### src/rtl/runctl_pkg.sv
package runctl_pkg;

    typedef enum logic [1:0] {
        ADR_CTRL  = 2'd0,
        ADR_LIMIT = 2'd1,
        ADR_OUT   = 2'd2
    } reg_addr_e;

    localparam int CB_HALT    = 0;
    localparam int CB_STOP    = 1;
    localparam int CB_BIDIR   = 2;
    localparam int CB_CLEAR   = 3;
    localparam int CB_PRE_LSB = 8;

    typedef enum logic {
        DIR_UP   = 1'b0,
        DIR_DOWN = 1'b1
    } cnt_dir_e;

endpackage

### src/rtl/runctl_gate.sv
module runctl_gate
    import runctl_pkg::*;
#(
    parameter int CNT_W  = 16,
    parameter int PRE_W  = 8,
    parameter int DATA_W = 32
) (
    input  logic              clk,
    input  logic              rst_n,
    input  logic              ctrl_wr,
    input  logic              lim_wr,
    input  logic [DATA_W-1:0] wr_data,
    input  logic              start_ev,
    input  logic              stop_ev,
    output logic              halt,
    output logic              stop,
    output logic              bidir,
    output logic [PRE_W-1:0]  presc,
    output logic [CNT_W-1:0]  limit,
    output logic              clr_req,
    output logic              run
);

    typedef struct packed {
        logic             halt;
        logic             stop;
        logic             bidir;
        logic [PRE_W-1:0] presc;
        logic [CNT_W-1:0] limit;
    } gate_st_t;

    gate_st_t st_d, st_q;

    always_comb begin
        st_d = st_q;
        if (ctrl_wr) begin
            // software write overrides any event in the same cycle
            st_d.halt  = wr_data[CB_HALT];
            st_d.stop  = wr_data[CB_STOP];
            st_d.bidir = wr_data[CB_BIDIR];
            st_d.presc = wr_data[CB_PRE_LSB +: PRE_W];
        end else if (!st_q.halt) begin
            if (stop_ev) begin
                st_d.stop = 1'b1;
            end else if (start_ev) begin
                st_d.stop = 1'b0;
            end
        end
        if (lim_wr) begin
            st_d.limit = wr_data[CNT_W-1:0];
        end
    end

    always_ff @(posedge clk or negedge rst_n) begin
        if (!rst_n) begin
            st_q.halt  <= 1'b1;
            st_q.stop  <= 1'b0;
            st_q.bidir <= 1'b0;
            st_q.presc <= '0;
            st_q.limit <= '1;
        end else begin
            st_q <= st_d;
        end
    end

    assign halt    = st_q.halt;
    assign stop    = st_q.stop;
    assign bidir   = st_q.bidir;
    assign presc   = st_q.presc;
    assign limit   = st_q.limit;
    assign clr_req = ctrl_wr & wr_data[CB_CLEAR];
    assign run     = ~st_q.halt & ~st_q.stop;

endmodule

### src/rtl/runctl_prescale.sv
module runctl_prescale #(
    parameter int PRE_W = 8
) (
    input  logic             clk,
    input  logic             rst_n,
    input  logic             run,
    input  logic             clr,
    input  logic [PRE_W-1:0] presc,
    output logic             tick
);

    typedef struct packed {
        logic [PRE_W-1:0] phase;
    } pre_st_t;

    pre_st_t st_d, st_q;
    logic    wrap;

    always_comb begin
        st_d = st_q;
        wrap = (st_q.phase >= presc);
        if (clr) begin
            st_d.phase = '0;
        end else if (run) begin
            st_d.phase = wrap ? '0 : st_q.phase + PRE_W'(1);
        end
    end

    always_ff @(posedge clk or negedge rst_n) begin
        if (!rst_n) begin
            st_q.phase <= '0;
        end else begin
            st_q <= st_d;
        end
    end

    assign tick = run & ~clr & wrap;

endmodule

### src/rtl/runctl_counter.sv
module runctl_counter
    import runctl_pkg::*;
#(
    parameter int CNT_W = 16
) (
    input  logic             clk,
    input  logic             rst_n,
    input  logic             tick,
    input  logic             clr,
    input  logic             bidir,
    input  logic [CNT_W-1:0] limit,
    output logic [CNT_W-1:0] count,
    output logic             dir_down
);

    typedef struct packed {
        logic [CNT_W-1:0] cnt;
        cnt_dir_e         dir;
    } cnt_st_t;

    cnt_st_t st_d, st_q;
    logic    at_top;
    logic    at_zero;

    always_comb begin
        st_d    = st_q;
        at_top  = (st_q.cnt >= limit);
        at_zero = (st_q.cnt == '0);
        if (clr) begin
            st_d.cnt = '0;
            st_d.dir = DIR_UP;
        end else if (tick) begin
            if (!bidir) begin
                st_d.dir = DIR_UP;
                st_d.cnt = at_top ? '0 : st_q.cnt + CNT_W'(1);
            end else if (st_q.dir == DIR_UP) begin
                if (!at_top) begin
                    st_d.cnt = st_q.cnt + CNT_W'(1);
                end else if (!at_zero) begin
                    st_d.cnt = st_q.cnt - CNT_W'(1);
                    st_d.dir = DIR_DOWN;
                end
            end else begin
                if (!at_zero) begin
                    st_d.cnt = st_q.cnt - CNT_W'(1);
                end else begin
                    st_d.dir = DIR_UP;
                    st_d.cnt = (limit == '0) ? '0 : CNT_W'(1);
                end
            end
        end
    end

    always_ff @(posedge clk or negedge rst_n) begin
        if (!rst_n) begin
            st_q.cnt <= '0;
            st_q.dir <= DIR_UP;
        end else begin
            st_q <= st_d;
        end
    end

    assign count    = st_q.cnt;
    assign dir_down = (st_q.dir == DIR_DOWN);

endmodule

### src/rtl/runctl_outreg.sv
module runctl_outreg #(
    parameter int OUT_N  = 4,
    parameter int DATA_W = 32
) (
    input  logic              clk,
    input  logic              rst_n,
    input  logic              out_wr,
    input  logic              halt,
    input  logic [DATA_W-1:0] wr_data,
    output logic [OUT_N-1:0]  out_pins
);

    logic [OUT_N-1:0] pin_d, pin_q;
    logic             take;

    assign take = out_wr & halt;

    for (genvar i = 0; i < OUT_N; i++) begin : g_pin
        always_comb begin
            pin_d[i] = take ? wr_data[i] : pin_q[i];
        end
    end

    always_ff @(posedge clk or negedge rst_n) begin
        if (!rst_n) begin
            pin_q <= '0;
        end else begin
            pin_q <= pin_d;
        end
    end

    assign out_pins = pin_q;

endmodule

### src/rtl/runctl_timer.sv
module runctl_timer
    import runctl_pkg::*;
#(
    parameter int CNT_W  = 16,
    parameter int PRE_W  = 8,
    parameter int OUT_N  = 4,
    parameter int DATA_W = 32
) (
    input  logic              clk,
    input  logic              rst_n,
    input  logic              wr_en,
    input  logic [1:0]        wr_addr,
    input  logic [DATA_W-1:0] wr_data,
    input  logic              start_ev,
    input  logic              stop_ev,
    output logic [CNT_W-1:0]  count,
    output logic              dir_down,
    output logic              ev_allow,
    output logic [OUT_N-1:0]  out_pins
);

    logic             ctrl_wr, lim_wr, out_wr;
    logic             halt_w, stop_w, bidir_w, clr_w, run_w, tick_w;
    logic [PRE_W-1:0] presc_w;
    logic [CNT_W-1:0] limit_w;

    assign ctrl_wr = wr_en & (wr_addr == ADR_CTRL);
    assign lim_wr  = wr_en & (wr_addr == ADR_LIMIT);
    assign out_wr  = wr_en & (wr_addr == ADR_OUT);

    runctl_gate #(.CNT_W(CNT_W), .PRE_W(PRE_W), .DATA_W(DATA_W)) u_gate (
        .clk(clk), .rst_n(rst_n), .ctrl_wr(ctrl_wr), .lim_wr(lim_wr),
        .wr_data(wr_data), .start_ev(start_ev), .stop_ev(stop_ev),
        .halt(halt_w), .stop(stop_w), .bidir(bidir_w), .presc(presc_w),
        .limit(limit_w), .clr_req(clr_w), .run(run_w)
    );

    runctl_prescale #(.PRE_W(PRE_W)) u_pre (
        .clk(clk), .rst_n(rst_n), .run(run_w), .clr(clr_w),
        .presc(presc_w), .tick(tick_w)
    );

    runctl_counter #(.CNT_W(CNT_W)) u_cnt (
        .clk(clk), .rst_n(rst_n), .tick(tick_w), .clr(clr_w),
        .bidir(bidir_w), .limit(limit_w), .count(count), .dir_down(dir_down)
    );

    runctl_outreg #(.OUT_N(OUT_N), .DATA_W(DATA_W)) u_out (
        .clk(clk), .rst_n(rst_n), .out_wr(out_wr), .halt(halt_w),
        .wr_data(wr_data), .out_pins(out_pins)
    );

    assign ev_allow = ~halt_w;

endmodule

### config.mk
export PLATFORM = sky130hd
export DESIGN_NAME = runctl_timer
export DESIGN_NICKNAME = d
export VERILOG_FILES = /design/src/rtl/runctl_pkg.sv /design/src/rtl/runctl_gate.sv /design/src/rtl/runctl_prescale.sv /design/src/rtl/runctl_counter.sv /design/src/rtl/runctl_outreg.sv /design/src/rtl/runctl_timer.sv
export SDC_FILE = /design/constraint.sdc
export NUM_CORES = 1
export LEC_CHECK = 0
export ABC_AREA = 0
export BUFFER_PORTS_ARGS = -buffer_cell sky130_fd_sc_hd__buf_2
export CORE_MARGIN = 1
export CORE_UTILIZATION = 33
export CTS_BUF_LIST = sky130_fd_sc_hd__clkbuf_2 sky130_fd_sc_hd__clkbuf_4 sky130_fd_sc_hd__clkbuf_8
export CTS_CLUSTER_SIZE = 14
export DETAILED_ROUTE_END_ITERATION = 8
export GPL_ROUTABILITY_DRIVEN = 0
export MAX_ROUTING_LAYER = met4
export SLEW_MARGIN = 30
export SYNTH_ARGS = -nofsm -noshare
export SYNTH_HDL_FRONTEND = slang
export SYNTH_SLANG_ARGS = --single-unit
### constraint.sdc
create_clock -name clk -period 3.9 [get_ports clk]
set_input_delay 0.195 -clock clk [delete_from_list [all_inputs] [get_ports clk]]
set_output_delay 0.195 -clock clk [all_outputs]
set_load 0.005 [all_outputs]
==> impl_results.md, run 1 <==
* Status: finished, violations left
* Failing checks: negative hold slack
* Final cell count without fillers at 592
* Post-CTS Repair Setup Buffers at 0
* Core Util, Final at 0.384
* Hpwl dp at 7030 um
* Cts bufs inserted at 5
* Largest net degree at the start of global routing at 57
* Vias per inst at 5.61
* PwrDens at 512 nW/um2
* Worst hold path type: input port to asynchronous set/reset pin
* CP Class: flip-flop to flip-flop
* Initial Utilization at 0.342
* Top cells by area, synth: dfrtp_1, dfstp_2, ha_1, mux2_2, inv_1
* RSZ-0062 raised after global routing: no
* Adder-Cell Fraction of Synth Area at 0.0938
* Hold Vio Cnt, Final at 10
* EDFF count, synth at 0
* Vias at 3319
* Top-area cell type share of the netlist area at 0.261
* Clock root cell: clkbuf_8
* Dpl cell area at 4110 um2
* Upper clock frequency limit at around 290 MHz
* Number of global-route vias before repair at 3242
* CP Launch Type: flip-flop
* Synth Area in Compound Gates at 0.197
* Static Leak at between 1.5 and 2 nW
* DIE HEIGHT at 108 um
* H-tree levels at 2
* Skew final at 0.0113 ns
* Detailed Routing Iterations Pass 1 at 5
* Most common flop cell mapped by yosys: dfrtp_1
* Asr flop ratio synth at 1.00
* Setup TNS at 0 ns
* Largest family of logic cells by synthesized area: compound AO/OA/AOI/OAI gates
* Wire per inst at roughly 16 um
* Critical Path Fanout Max at 22
* Final setup fails at 0
* DP Worst Slack at between 0.4 and 0.5 ns
* Yosys reg bits at 56
* First-pass GRT wire length at between 15000 and 20000 um
* Die Wd at 108 um
* # Max-Cap Violations at 0
* Synthesized area at roughly 3700 um2
* Grt total ovfl at 0
* Reg2Reg Launch Point: u_cnt.count[0]
* Worst setup margin at 0.418 ns
* Cells after synthesis at 410
* Worst path required time at around 4.1 ns
* Synthesis Warnings at 0
* Post-Route WL at 9450 um
* CTS hold repair buffers at 0
* Yosys cell types at 62
* I/O Buffers at 44
* Total GRT Usage at 0.179
* FP Rows at 38
* Placed Cells at roughly 580
* Antenna violations before repair at 0
* Cell taking the most area after synthesis: dfrtp_1
* Crit end category: flip-flop
* Worst IR drop on VDD at 0.285 mV
* Finished Cell Area at 4200 um2
* Syn_nets at about 480
* Mux contribution to synthesized area at 0.0687
* Share of cells above drive strength 1 at 0.237
* Critical path origin: u_cnt.count[0]
* Drt drc at 0
* Minimum clock period at 3.48 ns
* Initial drt markers at 152
* Clock Sinks at 56
* Area growth from synthesis to layout at 12.4%
* Ant diodes at 0
* Worst skew pair latency at 0.33 ns
* Hold WS at -0.0111 ns
* Fin nets at 518
* XOR/XNOR Fraction of Synth Area at 0.0117
* Mapped Avg Cell Area at 9.11 um2
* Die area at about 12000 um2
* CP arrival at 3.73 ns
* Tot Pwr at about 2.1 mW
* TritonCTS clock tree: built
* # resized after CTS at 0
* Slew HR at 0.412
* Slew Viols, Final at 0
* Least-Margin Pin Slew at 0.881 ns
* Reg clk slew, reported paths at 0.11 ns
* Post-DRT Antenna Nets at 0
* CTS Buffer Depth at 2
* Period utilization at 0.893
* Register area share after synthesis at 0.381
* Core box area at 10900 um2
* Count of boundary I/O pins at 61
* Post-synthesis simple-gate area fraction at 0.189
-- layer usage --
metal  share of wire  GRT usage  vias up
li1                -          -     1591
met1            0.46      0.233     1618
met2            0.48      0.288      102
met3           0.058     0.0289        8
met4          0.0052     0.0473        0
met5               0          -        -
-- logic make-up after synthesis --
family | Yosys count
simple gates | 137
compound gates | 107
fa+ha+maj | 28
xor+xnor | 5
mux | 23
flops | 56
buf+inv | 54
-- cell usage after synthesis (7+ instances only) --
cell       n
a21oi_1   22
clkbuf_1  12
dfrtp_1   39
dfstp_2   17
ha_1      28
inv_1     37
mux2_2    21
nand2_1   37
nand3_1    8
nand4_1    7
nor2_1    23
nor3_1    19
nor4_1     7
o21ai_0   25
o32ai_1   10
-- path summary, 6_finish.rpt --
| kind | cells after the start | slack, ns | endpoint |
|---|---|---|---|
| worst max-delay path | 9 | 0.42 | u_cnt.count[14] |
| worst min-delay path | 2 | -0.01 | u_cnt.count[4] |
| worst max register to register | 9 | 0.42 | u_cnt.count[14] |
| worst min register to register | 1 | 0.51 | u_out.out_pins[3] |
| max in group asynchronous | 2 | 3.41 | u_gate.presc[0] |
| min in group clk | 3 | 0.08 | u_gate.presc[4] |
-- worst max-delay path: stages, from the launching register on --
cell and delay (ns):
dfrtp_1 0.51, inv_1 0.15, ha_1 0.30, nand2b_1 0.14, a2111oi_0 0.61, or4_4 0.26, a311o_1 0.18, and3_1 0.75
o21ai_1 0.20, a221oi_2 0.30
-- state kept, by name, indices dropped and copies added (netlist names) --
| register | count |
|---|---|
| u_gate.bidir | 1 |
| u_gate.presc | 8 |
| u_gate.halt | 1 |
| u_pre.st_q | 8 |
| u_gate.limit | 16 |
| u_out.out_pins | 4 |
| u_gate.stop | 1 |
| u_cnt.dir_down | 1 |
| u_cnt.count | 16 |
-- cell type report --
class / instances / area (um2)
Clock buffer: 6 / 76.3
Clock inverter: 2 / 16.3
Fill cell: 1141 / 6740
Inverter: 37 / 139
Multi-Input combinational cell: 300 / 2100
Sequential cell: 56 / 1420
Tap cell: 140 / 175
Timing Repair Buffer: 51 / 273
-- power breakdown --
| part | internal (mW) | total [mW] | switching (mW) |
|---|---|---|---|
| logic | 0.383 | 0.945 | 0.562 |
| clock network | 0.136 | 0.342 | 0.207 |
| registers | 0.715 | 0.862 | 0.147 |
| total | 1.23 | 2.15 | 0.916 |
-- cells in the final DEF (no fill, tap or decap), types with 3 or more instances in the layout --
cell type and count:
nor2_1 23, o22ai_1 4, dfstp_2 17, o32ai_1 10
ha_1 28, a311oi_1 3, nand3_1 8, inv_1 37
o21ai_1 5, nand2_1 37, buf_4 7, o21ai_0 24
and3_1 4, buf_2 44, a2111oi_0 3, a21o_1 5
clkbuf_8 5, a211o_1 3, nand4_1 7, nor4_1 7
or3_1 5, nand2b_1 4, and2_1 4, dfrtp_1 39
mux2_2 21, a21oi_1 22, a211oi_1 5, xnor2_1 3
nor3_1 19
Note: power is estimated with default switching activity, not from simulation.
==> run 2: changes to the inputs <==
--- a/config.mk
+++ b/config.mk
@@ -18,3 +18,4 @@
 export SYNTH_ARGS = -nofsm -noshare
 export SYNTH_HDL_FRONTEND = slang
 export SYNTH_SLANG_ARGS = --single-unit
+export TNS_END_PERCENT = 100
==> constraint.sdc (replaced) <==
create_clock -name clk -period 2.9 [get_ports clk]
set_input_delay 0.145 -clock clk [delete_from_list [all_inputs] [get_ports clk]]
set_output_delay 0.145 -clock clk [all_outputs]
set_load 0.005 [all_outputs]
==> impl_results.md, run 2 (synthesis gave the netlist of run 1 again) <==
* First-pass GRT wire length at 16400 um
* Post-DRT Antenna Nets at 0
* TritonCTS clock tree: built
* Clock root cell: clkbuf_8
* DP Worst Slack at -0.0332 ns
* Antenna violations before repair at 0
* Initial Utilization at 0.342
* Static Leak at approximately 2.1 nW
* Crit end category: flip-flop
* Die area at 11800 um2
* Upper clock frequency limit at 362 MHz
* Ant diodes at 0
* Largest net degree at the start of global routing at 42
* Share of cells above drive strength 1 at 0.327
* I/O Buffers at 44
* Status: completed
* Clock Sinks at 56
* Final cell count without fillers at 626
* Skew final at 0.0120 ns
* Tot Pwr at between 3 and 4 mW
* Dpl cell area at 4340 um2
* Core box area at roughly 11000 um2
* Total GRT Usage at 0.184
* Vias at 3451
* Finished Cell Area at 4650 um2
* Die Wd at approximately 110 um
* CP Launch Type: flip-flop
* Least-Margin Pin Slew at 0.785 ns
* Worst hold path type: input port to flip-flop
* Final setup fails at 0
* Vias per inst at 5.51
* GR Util met1 at 0.242
* PwrDens at 704 nW/um2
* Fin nets at 552
* Wire per inst at 16.1 um
* Worst IR drop on VDD at 0.385 mV
* CTS Buffer Depth at 2
* Slew Viols, Final at 0
* Worst setup margin at 0.135 ns
* Area growth from synthesis to layout at 24.5%
* Grt total ovfl at 0
* Cts bufs inserted at 5
* CP Class: flip-flop to flip-flop
* CP arrival at 3.00 ns
* Detailed Routing Iterations Pass 1 at 4
* Grt peak-use layer: met2
* Count of boundary I/O pins at between 60 and 70
* Core Util, Final at 0.426
* Met2 Track Usage GR at 0.291
* Reg clk slew, reported paths at 0.11 ns
* GRT met3 Usage at 0.0325
* FP Rows at 38
* Hold Vio Cnt, Final at 0
* Setup TNS at 0 ns
* Fillers at 1091
* # Max-Cap Violations at 0
* Commonest cells after routing, fill and taps aside: buf_2, dfrtp_1, nand2_1, inv_1, buf_4
* Placed Cells at 613
* Number of global-route vias before repair at 3390
* Post-Route WL at between 10000 and 15000 um
* Worst skew pair latency at 0.32 ns
* Commonest non-fill, non-tap cell in the layout: buf_2
* Slew HR at 0.475
* Hold WS at approximately 0.044 ns
* Period utilization at 0.954
* Minimum clock period at approximately 2.8 ns
* Initial drt markers at between 100 and 150
* DIE HEIGHT at 108 um
* Critical Path Fanout Max at 10
* Worst path required time at ~3.1 ns
* H-tree levels at 2
* Drt drc at 0
* Hpwl dp at 7550 um
run 2: cell types whose count changed in the layout (fill, tap and decap cells not counted), sizes merged:
| cell | previous run | this run |
|---|---|---|
| clkinv | 1 | 0 |
| bufinv | 0 | 1 |
| inv | 37 | 38 |
| buf | 51 | 84 |
| dlygate4sd3 | 0 | 1 |
| clkinvlp | 1 | 0 |
run 2: worst paths after layout:
path / slack, ns / startpoint / end / cells after the start
max: 0.13 / u_gate.limit[9] / u_cnt.count[11] / 10
min: 0.04 / wr_data[11] / u_gate.presc[3] / 3
max reg2reg: 0.13 / u_gate.limit[9] / u_cnt.count[11] / 10
min reg2reg: 0.51 / u_out.out_pins[3] / u_out.out_pins[3] / 1
max in group asynchronous: 1.90 / rst_n / u_gate.limit[14] / 3
min in group asynchronous: 0.34 / rst_n / u_cnt.count[8] / 2
run 2: final cells by class:
class,count,area [um2],area share
clock inverter,2,38.8,0.00834
timing repair buffer,85,564,0.121
inverter,37,139,0.0298
multi-input combinational,300,2240,0.481
clock buffer,6,76.3,0.0164
sequential,56,1420,0.306
tap,140,175,0.0376
run 2: what timing repair did:
item,CTS,global route
endpoints found under the setup margin,7,16
gates cloned,0,0
pin swaps,1,11
setup buffers,1,3
resized for setup,3,25
hold buffers,1,0
endpoints found under the hold margin,28,0
run 2: worst max-delay path, cell delays in order, from the launching register on:
cell	delay (ns)
dfstp_2	0.56
inv_1	0.04
ha_1	0.28
a21o_1	0.18
a221o_1	0.36
a221oi_2	0.28
nand3_1	0.13
buf_4	0.19
o41ai_2	0.37
o32ai_2	0.13
o32ai_2	0.15
run 2: layer usage:
metal | up-vias | share of wire
met3 | 15 | 0.062
li1 | 1664 | -
met5 | - | 0
met4 | 0 | 0.013
met1 | 1664 | 0.44
met2 | 108 | 0.48
run 2: power by group:
part           internal [mW]  switching, mW
combinational          0.696          0.922
clock                  0.271          0.286
sequential             0.962          0.140
==> run 3: changes to the inputs <==
--- a/config.mk
+++ b/config.mk
@@ -7,6 +7,7 @@
 export LEC_CHECK = 0
 export ABC_AREA = 0
 export BUFFER_PORTS_ARGS = -buffer_cell sky130_fd_sc_hd__buf_2
+export CAP_MARGIN = 30
 export CORE_MARGIN = 1
 export CORE_UTILIZATION = 33
 export CTS_BUF_LIST = sky130_fd_sc_hd__clkbuf_2 sky130_fd_sc_hd__clkbuf_4 sky130_fd_sc_hd__clkbuf_8
==> constraint.sdc (replaced) <==
create_clock -name clk -period 3.2 [get_ports clk]
set_input_delay 0.16 -clock clk [delete_from_list [all_inputs] [get_ports clk]]
set_output_delay 0.16 -clock clk [all_outputs]
set_load 0.005 [all_outputs]
==> impl_results.md, run 3 (synthesis gave the netlist of run 1 again) <==
* Worst skew pair latency at 0.33 ns
* Period utilization at 0.922
* Post-CTS Repair Setup Buffers at 0
* Drt drc at 0
* Die Wd at 108 um
* Commonest non-fill, non-tap cell in the layout: buf_2
* Cts bufs inserted at 5
* R2r setup slk at 0.25 ns
* Status: completed
* First-pass GRT wire length at 16000 um
* RSZ-0062 raised after global routing: no
* Commonest cells after routing, fill and taps aside: buf_2, dfrtp_1, inv_1, nand2_1, ha_1
* Post-Route WL at 9350 um
* Slew Viols, Final at 0
* Grt total ovfl at 0
* Slew HR at 0.459
* Hold Vio Cnt, Final at 0
* Vias at 3308
* Core box area at approximately 11000 um2
* Upper clock frequency limit at ~340 MHz
* CTS Buffer Depth at 2
* TritonCTS clock tree: built
* PwrDens at 619 nW/um2
* # Max-Cap Violations at 0
* Largest net degree at the start of global routing at 49
* Register share of total power at 0.384
* Count of boundary I/O pins at 61
* Net Switching at 1.12 mW
* Clock root cell: clkbuf_8
* Crit end category: flip-flop
* Minimum clock period at between 2 and 3 ns
* Die area at 11800 um2
* Reg clk slew, reported paths at about 0.11 ns
* Fillers at 1145
* Initial drt markers at ~130
* Critical Path Fanout Max at 10
* DIE HEIGHT at 108 um
* H-tree levels at 2
* CP arrival at 3.20 ns
* Skew final at ~0.0075 ns
* I/O Buffers at 44
* FP Rows at 38
* Final setup fails at 0
* Clock Sinks at 56
* Worst path required time at between 3 and 4 ns
* Initial Utilization at 0.342
* DP Worst Slack at 0.173 ns
* Post-DRT Antenna Nets at 0
* Worst setup margin at 0.250 ns
* Switching share of power at 0.423
* Vias per inst at roughly 5.5
* Total GRT Usage at 0.179
* Setup TNS at 0 ns
* Fin nets at 528
* Detailed Routing Iterations Pass 1 at 4
* CP Class: flip-flop to flip-flop
* Ant diodes at 0
* Hpwl dp at 6940 um
* Share of cells above drive strength 1 at 0.253
* Number of global-route vias before repair at approximately 3200
* Wire per inst at 15.5 um
* Clock Power Share at 0.159
* Hold WS at between 0.05 and 0.06 ns
* Worst IR drop on VDD at 0.323 mV
* Gate power share at 0.457
* CP Launch Type: flip-flop
* Worst hold path type: input port to flip-flop
* Static Leak at 1.94 nW
* Area growth from synthesis to layout at 14.9%
* Antenna violations before repair at 0
* Least-Margin Pin Slew at between 0.8 and 0.9 ns
* Int Pwr at 1.53 mW
-- run 3: changes by cell type in the layout (fill, tap and decap cells not counted), sizes merged --
cell and delta:
buf -24, bufinv -1, clkbuf -1, clkinv +1, clkinvlp +1
-- run 3: per-layer routing --
metal / wire [um] / global-route usage / up-vias
met5: 0 / - / -
met4: 122 / 0.0473 / 0
met3: 441 / 0.0265 / 11
met2: 4290 / 0.275 / 92
met1: 4500 / 0.244 / 1593
li1: - / - / 1612
-- run 3: repair_timing --
item	in CTS	in global routing
endpoints found under the hold margin	33	0
resized for setup	0	2
hold buffers	1	0
endpoints found under the setup margin	0	7
-- run 3: path summary, 6_finish.rpt --
kind,from,endpoint,cells past startpoint
hold / removal,wr_data[12],u_gate.presc[4],3
max in group asynchronous,rst_n,u_gate.limit[12],3
setup reg to reg,u_gate.limit[15],u_cnt.count[12],10
hold reg to reg,u_out.out_pins[3],u_out.out_pins[3],1
setup / recovery,u_gate.limit[15],u_cnt.count[12],10
min in group asynchronous,rst_n,u_cnt.count[4],2
-- run 3: critical path: stages, from the launching register on --
cell	delay [ns]
dfstp_2	0.57
inv_1	0.05
ha_1	0.30
and4_1	0.25
nand4_1	0.12
or4_4	0.57
and4b_4	0.27
buf_4	0.18
o32ai_1	0.29
a21oi_1	0.11
nor3_1	0.19
-- run 3: power by group through the flow --
| stage | sequential (mW) | clock (mW) | combinational, mW |
|---|---|---|---|
| 4_1_cts | 1.02 | 0.438 | 1.21 |
| 5_1_grt | 1.04 | 0.457 | 1.39 |
| 2_1_floorplan | 1.01 | 0 | 0.834 |
| 6_report | 1.02 | 0.423 | 1.22 |
| 3_5_place_dp | 1.03 | 0 | 1.20 |
| 3_3_place_gp | 1.03 | 0 | 1.17 |
-- run 3: layout make-up --
type / count / area [um2] / area share
clock buffer: 5 / 68.8 / 0.0160
inverter: 37 / 139 / 0.0324
multi-input combinational: 300 / 2100 / 0.489
sequential: 56 / 1420 / 0.331
tap: 140 / 175 / 0.0408
timing repair buffer: 61 / 365 / 0.0851
clock inverter: 3 / 21.3 / 0.00495
-- run 3: per-stage QoR --
| step | power (mW) | utilization | area [um2] | cells |
|---|---|---|---|---|
| after floorplan | 1.84 | - | 3740 | 410 |
| after global placement | 2.20 | 0.383 | 4190 | 593 |
| after detailed placement | 2.23 | 0.383 | 4190 | 593 |
| after CTS | 2.66 | 0.392 | 4290 | 602 |
| after global routing | 2.89 | 0.393 | 4290 | 602 |
| final | 2.66 | 0.393 | 4290 | 602 |
